===== src/rtl/cc_pkg.sv =====
package cc_pkg;
    localparam int CC_ADDR_W = 16;
    localparam int CC_DATA_W = 16;
    localparam int CC_IC_W   = 24;

    typedef enum logic [2:0] {
        SP_FP  = 3'd0,
        SP_GP  = 3'd1,
        SP_PSW = 3'd2,
        SP_MS  = 3'd3,
        SP_IC  = 3'd4,
        SP_KEY = 3'd5
    } space_e;
endpackage


===== src/rtl/cc_decode.sv =====
module cc_decode
    import cc_pkg::*;
#(
    parameter int ADDR_W = CC_ADDR_W
) (
    input  logic [2:0]        space_i,
    input  logic [ADDR_W-1:0] addr_i,
    input  logic              manual_i,
    input  logic              display_i,
    input  logic              store_i,
    output logic              act_o,
    output logic              wr_o,
    output logic              ic_o,
    output logic [ADDR_W-1:0] index_o,
    output logic              err_o
);
    localparam int REG_W = 4;
    localparam int HW_W  = 2;
    localparam int PAD_W = ADDR_W - REG_W - HW_W;

    logic strobe;
    logic legal;
    space_e sp;

    always_comb begin
        sp      = space_e'(space_i);
        strobe  = display_i | store_i;
        legal   = 1'b0;
        index_o = '0;
        case (sp)
            SP_FP, SP_PSW: begin
                legal   = 1'b1;
                index_o = {{PAD_W{1'b0}}, addr_i[7:4], addr_i[1:0]};
            end
            SP_GP: begin
                legal   = ~addr_i[1];
                index_o = {{PAD_W{1'b0}}, addr_i[7:4], addr_i[1:0]};
            end
            SP_MS: begin
                legal   = 1'b1;
                index_o = {addr_i[ADDR_W-1:1], 1'b0};
            end
            SP_IC:   legal = 1'b1;
            default: legal = 1'b0;
        endcase
        act_o = strobe & manual_i & legal;
        wr_o  = act_o & store_i;
        ic_o  = (sp == SP_IC);
        err_o = strobe & ~manual_i;
    end
endmodule


===== src/rtl/cc_lamp_fmt.sv =====
module cc_lamp_fmt
    import cc_pkg::*;
#(
    parameter int ADDR_W = CC_ADDR_W,
    parameter int DATA_W = CC_DATA_W,
    parameter int IC_W   = CC_IC_W
) (
    input  logic              wr_i,
    input  logic              ic_i,
    input  logic [ADDR_W-1:0] addr_i,
    input  logic [DATA_W-1:0] data_i,
    input  logic [DATA_W-1:0] rdata_i,
    input  logic [IC_W-1:0]   ic_val_i,
    input  logic [DATA_W-1:0] ic_lamp_i,
    output logic [IC_W-1:0]   ic_new_o,
    output logic [DATA_W-1:0] data_lamp_o,
    output logic [DATA_W-1:0] ic_lamp_o
);
    localparam int HI_W  = IC_W - DATA_W;
    localparam int PAD_W = DATA_W - HI_W;
    localparam int EXT_W = IC_W - ADDR_W;

    logic [IC_W-1:0] shown;

    always_comb begin
        ic_new_o = {{EXT_W{1'b0}}, addr_i};
        shown    = wr_i ? ic_new_o : ic_val_i;
        if (ic_i) begin
            data_lamp_o = {{PAD_W{1'b0}}, shown[IC_W-1:DATA_W]};
            ic_lamp_o   = shown[DATA_W-1:0];
        end else begin
            data_lamp_o = wr_i ? data_i : rdata_i;
            ic_lamp_o   = ic_lamp_i;
        end
    end
endmodule


===== src/rtl/cc_console_path.sv =====
module cc_console_path
    import cc_pkg::*;
#(
    parameter int ADDR_W = CC_ADDR_W,
    parameter int DATA_W = CC_DATA_W,
    parameter int IC_W   = CC_IC_W
) (
    input  logic              clk,
    input  logic              rst_n,
    input  logic              manual_i,
    input  logic [2:0]        space_i,
    input  logic [ADDR_W-1:0] addr_i,
    input  logic [DATA_W-1:0] data_i,
    input  logic              display_i,
    input  logic              store_i,
    output logic [2:0]        acc_space_o,
    output logic [ADDR_W-1:0] acc_index_o,
    output logic              acc_we_o,
    output logic [DATA_W-1:0] acc_wdata_o,
    input  logic [DATA_W-1:0] acc_rdata_i,
    input  logic [IC_W-1:0]   ic_i,
    output logic              ic_we_o,
    output logic [IC_W-1:0]   ic_wdata_o,
    output logic [DATA_W-1:0] data_lamp_o,
    output logic [DATA_W-1:0] ic_lamp_o,
    output logic              err_o
);
    typedef struct packed {
        logic [DATA_W-1:0] data_lamp;
        logic [DATA_W-1:0] ic_lamp;
        logic              err;
    } state_t;

    state_t st_d, st_q;
    logic act, wr, is_ic, dec_err;
    logic [DATA_W-1:0] fmt_data, fmt_ic;

    cc_decode #(.ADDR_W(ADDR_W)) u_dec (
        .space_i  (space_i),
        .addr_i   (addr_i),
        .manual_i (manual_i),
        .display_i(display_i),
        .store_i  (store_i),
        .act_o    (act),
        .wr_o     (wr),
        .ic_o     (is_ic),
        .index_o  (acc_index_o),
        .err_o    (dec_err)
    );

    cc_lamp_fmt #(.ADDR_W(ADDR_W), .DATA_W(DATA_W), .IC_W(IC_W)) u_fmt (
        .wr_i       (wr),
        .ic_i       (is_ic),
        .addr_i     (addr_i),
        .data_i     (data_i),
        .rdata_i    (acc_rdata_i),
        .ic_val_i   (ic_i),
        .ic_lamp_i  (st_q.ic_lamp),
        .ic_new_o   (ic_wdata_o),
        .data_lamp_o(fmt_data),
        .ic_lamp_o  (fmt_ic)
    );

    assign acc_space_o = space_i;
    assign acc_we_o    = wr & ~is_ic;
    assign acc_wdata_o = data_i;
    assign ic_we_o     = wr & is_ic;

    always_comb begin
        st_d     = st_q;
        st_d.err = dec_err;
        if (act) begin
            st_d.data_lamp = fmt_data;
            st_d.ic_lamp   = fmt_ic;
        end
    end

    always_ff @(posedge clk) begin
        if (!rst_n) st_q <= '0;
        else        st_q <= st_d;
    end

    assign data_lamp_o = st_q.data_lamp;
    assign ic_lamp_o   = st_q.ic_lamp;
    assign err_o       = st_q.err;

    AST_LAMPS_HOLD_OUTSIDE_MANUAL: assert property (@(posedge clk) disable iff (!rst_n)
        !manual_i |=> ($stable(data_lamp_o) && $stable(ic_lamp_o)));
    AST_NO_WRITE_OUTSIDE_MANUAL: assert property (@(posedge clk) disable iff (!rst_n)
        (acc_we_o || ic_we_o) |-> manual_i);
    AST_ERR_ONE_CYCLE: assert property (@(posedge clk) disable iff (!rst_n)
        err_o |-> $past(!manual_i && (display_i || store_i)));
    AST_MS_PAIR_EVEN: assert property (@(posedge clk) disable iff (!rst_n)
        (acc_we_o && space_i == 3'(SP_MS)) |-> !acc_index_o[0]);
    AST_STORE_ECHO: assert property (@(posedge clk) disable iff (!rst_n)
        acc_we_o |=> data_lamp_o == $past(acc_wdata_o));
    AST_IC_LAMP_LOAD: assert property (@(posedge clk) disable iff (!rst_n)
        ic_we_o |=> ic_lamp_o == $past(ic_wdata_o[DATA_W-1:0]));
    AST_GP_NOOP: assert property (@(posedge clk) disable iff (!rst_n)
        (manual_i && space_i == 3'(SP_GP) && addr_i[1] && (display_i || store_i))
        |=> ($stable(data_lamp_o) && $stable(ic_lamp_o) && !err_o));
    AST_KEY_NOOP: assert property (@(posedge clk) disable iff (!rst_n)
        (space_i == 3'(SP_KEY)) |-> !acc_we_o && !ic_we_o);
endmodule


===== config.mk =====
export PLATFORM = sky130hd
export DESIGN_NAME = cc_console_path
export DESIGN_NICKNAME = d
export VERILOG_FILES = /design/src/rtl/cc_pkg.sv /design/src/rtl/cc_decode.sv /design/src/rtl/cc_lamp_fmt.sv /design/src/rtl/cc_console_path.sv
export SDC_FILE = /design/constraint.sdc
export NUM_CORES = 1
export LEC_CHECK = 0
export BUFFER_PORTS_ARGS = -buffer_cell sky130_fd_sc_hd__buf_2
export CORE_UTILIZATION = 44
export CTS_BUF_LIST = sky130_fd_sc_hd__clkbuf_16
export CTS_CLUSTER_SIZE = 24
export DETAILED_ROUTE_END_ITERATION = 8
export PLACE_DENSITY_LB_ADDON = 0.15
export SETUP_SLACK_MARGIN = 0.02
export SLEW_MARGIN = 15
export SYNTH_ARGS = -nofsm -noshare
export SYNTH_HDL_FRONTEND = slang
export SYNTH_SLANG_ARGS = --single-unit

===== constraint.sdc =====
create_clock -name clk -period 3.6 [get_ports clk]
set_input_delay 0.72 -clock clk [delete_from_list [all_inputs] [get_ports clk]]
set_output_delay 0.72 -clock clk [all_outputs]
set_load 0.02 [all_outputs]

==> impl_metrics.env, run 1 <==
export IMPL_htree_levels=2
export IMPL_power_share_clock=0.378
export IMPL_mostFrequentLayoutCell="buf_2"
export IMPL_synth_distinct_cells=36
export IMPL_ff_latch_area_sq_um=660.6
export IMPL_endpoint_kind="primary output"
export IMPL_synth_xor_area_frac=0
export IMPL_worst_pin_slew_ps=757.5
export IMPL_path_cells="buf_2 > nand2b_1 > a21oi_4 > nor2_2 > and3_1 > buf_2"
export IMPL_final_cell_mix="buf_2 (165), dfxtp_1 (33), nand3_1 (21), o21ai_0 (19), a31oi_1 (18)"
export IMPL_ys_seq_area_frac=0.2888
export IMPL_synth_flop_cell="dfxtp_1"
export IMPL_synth_compound_area_share=0.2752
export IMPL_clock_skew_ps=0
export IMPL_finalPower_mw=1.055
export IMPL_clock_sinks=33
export IMPL_drive_above_1_share=0.4798
export IMPL_synth_seq_cells=33
export IMPL_vias=2433
export IMPL_p_sw_frac=0.3109
export IMPL_grt_first_pass_wirelength_mm=9.404
export IMPL_dpl_hpwl_mm=4.728
export IMPL_grt_ovfl_total=0
export IMPL_clk_latency_ps=270
export IMPL_yosysTopAreaCell="dfxtp_1"
export IMPL_wirelength_mm=6.278
export IMPL_diodes=0
export IMPL_tns_ps=0
export IMPL_slew_headroom=0.4950
export IMPL_core_region_area_sq_um=4848
export IMPL_fin_crit_sh=0.7853
export IMPL_die_w_microns=74.10
export IMPL_cts_buffers=5
export IMPL_avgSynthCellArea_sq_um=8.198
export IMPL_rsz0062_at_grt="false"
export IMPL_hold_viol=0
export IMPL_cts_setup_buffers=0
export IMPL_crit_fanout=12
export IMPL_synth_mux_area_frac=0.03501
export IMPL_grt_usage=0.2198
export IMPL_place_congestion=0.8115
export IMPL_syn_area_sq_um=2287
export IMPL_cts_tree="yes"
export IMPL_first_pass_iters=4
export IMPL_async_flop_share=0
export IMPL_cp_required_ps=2880
export IMPL_routedWlPerCell_microns=13.56
export IMPL_synthAdderAreaFrac=0
export IMPL_p_int_mw=0.7268
export IMPL_multi_input_comb_area_sq_um=1140
export IMPL_drc=0
export IMPL_synth_top_cell_area_share=0.2888
export IMPL_nets=475
export IMPL_slew_viol_final=0
export IMPL_cp_slowest_cell="nand2b_1"
export IMPL_ys_warn_count=0
export IMPL_p_per_area_nw_per_um2=360.8
export IMPL_grt_max_degree=33
export IMPL_antenna_found_initial=0
export IMPL_path_class="input pin to primary output"
export IMPL_rows=25
export IMPL_fillCellCount=470
export IMPL_netlist_instances=279
export IMPL_cpPeakStageDelay_ps=380
export IMPL_ir_drop_uv=197.8
export IMPL_die_h_microns=74.10
export IMPL_clk_path_buf_depth=2
export IMPL_synth_area_top_cells="dfxtp_1 (29%), buf_4 (15%), a31oi_1 (4.9%)"
export IMPL_max_cap_violations=0
export IMPL_max_freq_mhz=353.7
export IMPL_io_pins=174
export IMPL_leakage_nw=1.481
export IMPL_yosys_area_share_simple=0.1751
export IMPL_drtIter0Drc=77
export IMPL_status="finished, final reports clean"
export IMPL_synth_edf_count=0
export IMPL_post_cts_resized=0
export IMPL_crit_path_frequent_cell="buf_2"
export IMPL_cp_buffers_inverters=2
export IMPL_p_sw_mw=0.3278
export IMPL_grt_pass1_vias=2059
export IMPL_ant_nets=0
export IMPL_hold_class="register to register"
export IMPL_cpLargestDelayFamily="simple AND/OR/NAND/NOR gates"
export IMPL_routed_via_density=5.255
export IMPL_start_util=0.4717
export IMPL_synth_top_family_by_area="compound AO/OA/AOI/OAI gates"
export IMPL_clk_pin_slew_ps=50
export IMPL_start_kind="input pin"
export IMPL_dieArea_sq_um=5491
export IMPL_postCtsHoldBufs=0
export IMPL_finalSetupViolCount=0
export IMPL_seqPwrFrac=0.367
export IMPL_area_delta_synth_final_pct=27.79
export IMPL_cts_root_buf="clkbuf_16"
export IMPL_period_minus_slack_ps=2827
export IMPL_comb_power_share=0.256
export IMPL_arrival_ps=2110
export IMPL_port_buffers=165
metrics by stage:
step           setup slack [ps]  std cells    util  hold WS [ps]  instance area (sq um)
2_1_floorplan              1111        286       -         544.9                   2313
6_report                  773.0        463  0.6028         455.9                   2923
3_3_place_gp              786.7        455  0.5745         442.0                   2785
4_1_cts                   752.7        463  0.6028         460.5                   2923
3_5_place_dp              754.5        455  0.5745         443.2                   2785
5_1_grt                   636.3        463  0.6028         473.2                   2923
synthesized netlist by cell type, drive strengths merged, types with 2 or more instances:
cell     number
nand4         8
inv          10
nor2          5
and2         12
nand3        21
a31oi        24
a21oi         7
buf          62
nor3          2
nor2b         3
mux2i         8
o221ai        8
a311oi        8
dfxtp        33
o21ai        33
clkbuf        6
o2bb2ai       8
nand2        14
and3          2
flip-flops by register name, summed over array words and instances (netlist names):
register / count
data_lamp_o: 16
ic_lamp_o: 16
err_o: 1
power by group through the flow:
| stage | sequential, mW | clock (mW) | combinational, mW |
|---|---|---|---|
| finish | 0.387 | 0.398 | 0.270 |
| floorplan | 0.413 | 0 | 0.183 |
| global route | 0.388 | 0.421 | 0.293 |
| detailed placement | 0.394 | 0 | 0.270 |
| CTS | 0.386 | 0.409 | 0.271 |
| global placement | 0.394 | 0 | 0.269 |
final timing paths:
path	cells after the start	slack (ps)	end	start
worst max register to register	2	2950	ic_lamp_o[1]	ic_lamp_o[1]
worst max-delay path	6	770	acc_we_o	space_i[1]
worst min register to register	1	460	data_lamp_o[10]	data_lamp_o[10]
worst min-delay path	1	460	data_lamp_o[10]	data_lamp_o[10]
cell type report:
cell class	instances	area share
clock buffers	5	0.04281
well taps	67	0.02868
repair buffers	170	0.2954
inverters	10	0.01284
multi-input cells	175	0.3900
flip-flops and latches	33	0.2260
clock inverters	3	0.004281
layer usage:
layer / vias to the layer above / track usage / wire [microns]
met2: 120 / 0.3788 / 2979
met1: 1100 / 0.2668 / 2751
met4: 0 / 0.08547 / 122
met3: 13 / 0.04743 / 426
met5: - / 0 / 0
li1: 1200 / - / -
cells by family (layout without fill, tap and decap cells):
logic type	Yosys count	count (layout)
compound gates	89	89
buf+inv	78	188
simple gates	70	70
flops	33	33
mux	8	8
other cells	1	8
No activity file was read; power rests on OpenSTA's default activity.
==> run 2, diff against run 1 <==
- ABC_AREA: unset -> 1
- CORE_UTILIZATION: 44 -> 37
- clock period: 3.6 -> 2.6 ns (I/O delays scaled with it)
==> run 2 against run 1 <==
Die area up 22%. Register-to-register slack worse by 1100 ps. Clock power up 39%. Sequential power up 40%. Count of clock-buffer cells in the layout unchanged. Clock skew unchanged. Largest cell class unchanged. Largest power group unchanged.
==> impl_metrics.env, run 2 <==
export IMPL_status="finished, final reports clean"
export IMPL_synth_edf_count=0
export IMPL_cts_setup_buffers=0
export IMPL_final_cell_mix="buf_2 (165), inv_1 (68), nand2_1 (68), nor2_1 (57), dfxtp_1 (33)"
export IMPL_routed_via_density=4.516
export IMPL_syn_area_sq_um=2365
export IMPL_clock_skew_ps=0
export IMPL_clk_pin_slew_ps=50
export IMPL_synth_most_common_cell="nand2_1"
export IMPL_cts_tree="yes"
export IMPL_netlist_instances=382
export IMPL_wirelength_mm=6.516
export IMPL_avgSynthCellArea_sq_um=6.190
export IMPL_r2r_start="ic_lamp_o[4]"
export IMPL_synth_flop_cell="dfxtp_1"
export IMPL_fillCellCount=688
export IMPL_port_buffers=165
export IMPL_cp_slowest_cell="nand3_1"
export IMPL_path_cells="buf_2 > inv_2 > nand3_1 > o22ai_1 > buf_2"
export IMPL_die_h_microns=81.95
export IMPL_worst_pin_slew_ps=744.5
export IMPL_arrival_ps=1680
export IMPL_rr_worst_depth=4
export IMPL_drc=0
export IMPL_p_sw_frac=0.3143
export IMPL_synth_top_cell_area_share=0.2794
export IMPL_area_delta_synth_final_pct=28.68
export IMPL_htree_levels=2
export IMPL_cp_required_ps=2080
export IMPL_crit_path_frequent_cell="buf_2"
export IMPL_place_congestion=0.7805
export IMPL_post_dp_cell_area_sq_um=2904
export IMPL_clk_path_buf_depth=2
export IMPL_fin_hold_ws_ps=423.8
export IMPL_antenna_found_initial=0
export IMPL_grt_ovfl_total=0
export IMPL_start_util=0.3924
export IMPL_p_sw_mw=0.4634
export IMPL_diodes=0
export IMPL_synth_common_cells="nand2_1 (68), inv_1 (67), nor2_1 (57), buf_4 (46), dfxtp_1 (33)"
export IMPL_grt_usage=0.1887
export IMPL_clk_latency_ps=270
export IMPL_p_int_mw=1.011
export IMPL_layout_setup_ws_ps=401.7
export IMPL_first_pass_iters=4
export IMPL_tns_ps=0
export IMPL_hold_class="input pin to register"
export IMPL_dpl_hpwl_mm=5.042
export IMPL_async_flop_share=0
export IMPL_post_cts_resized=0
export IMPL_slew_headroom=0.5006
export IMPL_slew_viol_final=0
export IMPL_core_region_area_sq_um=6026
export IMPL_comb_power_share=0.259
export IMPL_rrSetupSlack_ps=1890
export IMPL_layout_cells_non_filler=581
export IMPL_synth_distinct_cells=24
export IMPL_postCtsHoldBufs=0
export IMPL_finalPower_mw=1.475
export IMPL_synth_area_top_cells="dfxtp_1 (28%), buf_4 (15%), nand2_1 (11%)"
export IMPL_path_class="input pin to primary output"
export IMPL_io_pins=174
export IMPL_synth_seq_cells=33
export IMPL_start_kind="input pin"
export IMPL_hold_viol=0
export IMPL_grt_max_degree=33
export IMPL_post_place_ws_ps=362.4
export IMPL_period_minus_slack_ps=2198
export IMPL_grt_pass1_vias=2186
export IMPL_die_w_microns=81.95
export IMPL_ys_warn_count=0
export IMPL_rows=28
export IMPL_dieArea_sq_um=6715
export IMPL_grt_first_pass_wirelength_mm=9.680
export IMPL_yosysTopAreaCell="dfxtp_1"
export IMPL_drtIter0Drc=81
export IMPL_cts_buffers=5
export IMPL_p_per_area_nw_per_um2=484.6
export IMPL_crit_start="space_i[2]"
export IMPL_cts_root_buf="clkbuf_16"
export IMPL_endpoint_kind="primary output"
export IMPL_regToRegEndpoint="ic_lamp_o[4]"
export IMPL_mostFrequentLayoutCell="buf_2"
export IMPL_fin_crit_sh=0.8455
export IMPL_fin_area_sq_um=3043
export IMPL_ys_seq_area_frac=0.2794
export IMPL_seqPwrFrac=0.366
export IMPL_ant_nets=0
export IMPL_leakage_nw=1.954
export IMPL_dp_cells=573
export IMPL_clock_sinks=33
export IMPL_finalSetupViolCount=0
export IMPL_max_cap_violations=0
export IMPL_routedWlPerCell_microns=11.22
export IMPL_max_freq_mhz=454.9
export IMPL_ir_drop_uv=305.5
export IMPL_drive_above_1_share=0.3696
export IMPL_vias=2624
export IMPL_cpPeakStageDelay_ps=420
export IMPL_crit_end="acc_index_o[3]"
export IMPL_rsz0062_at_grt="false"
export IMPL_final_util=0.5050
export IMPL_crit_fanout=14
export IMPL_nets=585
export IMPL_power_share_clock=0.375
run 2: cell families after synthesis:
kind of cell | Yosys count | share of synthesized area
compound gates | 48 | 0.1037
buf+inv | 131 | 0.2958
flops | 33 | 0.2794
other cells | 1 | 0.001586
simple gates | 169 | 0.3196
run 2: worst min-delay path by stage:
stage / startpoint / to / slack, ps / depth (start not counted)
after global routing: manual_i / err_o / 440 / 2
after CTS: manual_i / err_o / 420 / 2
final: manual_i / err_o / 420 / 2
after floorplan: data_lamp_o[10] / data_lamp_o[10] / 540 / 2
after detailed placement: data_lamp_o[13] / data_lamp_o[13] / 460 / 2
after global placement: data_lamp_o[9] / data_lamp_o[9] / 450 / 2
run 2: cell type report:
| type | instances | area [sq um] | share of cell area |
|---|---|---|---|
| well taps | 75 | 93.84 | 0.03084 |
| clock buffers | 5 | 125.1 | 0.04112 |
| flip-flops and latches | 33 | 660.6 | 0.2171 |
| inverters | 72 | 270.3 | 0.08882 |
| multi-input cells | 225 | 1031 | 0.3388 |
| repair buffers | 168 | 848.3 | 0.2788 |
| clock inverters | 3 | 13.76 | 0.004523 |
run 2: power by group through the flow:
stage | sequential, mW | combinational (mW) | clock (mW)
3_3_place_gp | 0.550 | 0.383 | 0
5_1_grt | 0.542 | 0.424 | 0.593
2_1_floorplan | 0.579 | 0.254 | 0
6_report | 0.540 | 0.383 | 0.552
3_5_place_dp | 0.550 | 0.386 | 0
4_1_cts | 0.540 | 0.387 | 0.571
run 2: metal layers:
metal / track usage / wire length, microns / part of all wire / up-vias
met5: 0 / 0 / 0 / -
met4: 0.07719 / 94 / 0.014 / 0
met3: 0.03444 / 451 / 0.069 / 8
met2: 0.3331 / 3190 / 0.49 / 109
met1: 0.2221 / 2780 / 0.43 / 1145
li1: - / - / - / 1362
run 2: critical path, delay by kind of cell:
kind / cells / cell delay (ps)
and+or+nand+nor: 1 / 420
AOI/OAI and AO/OA: 1 / 330
buffers and inverters: 3 / 410
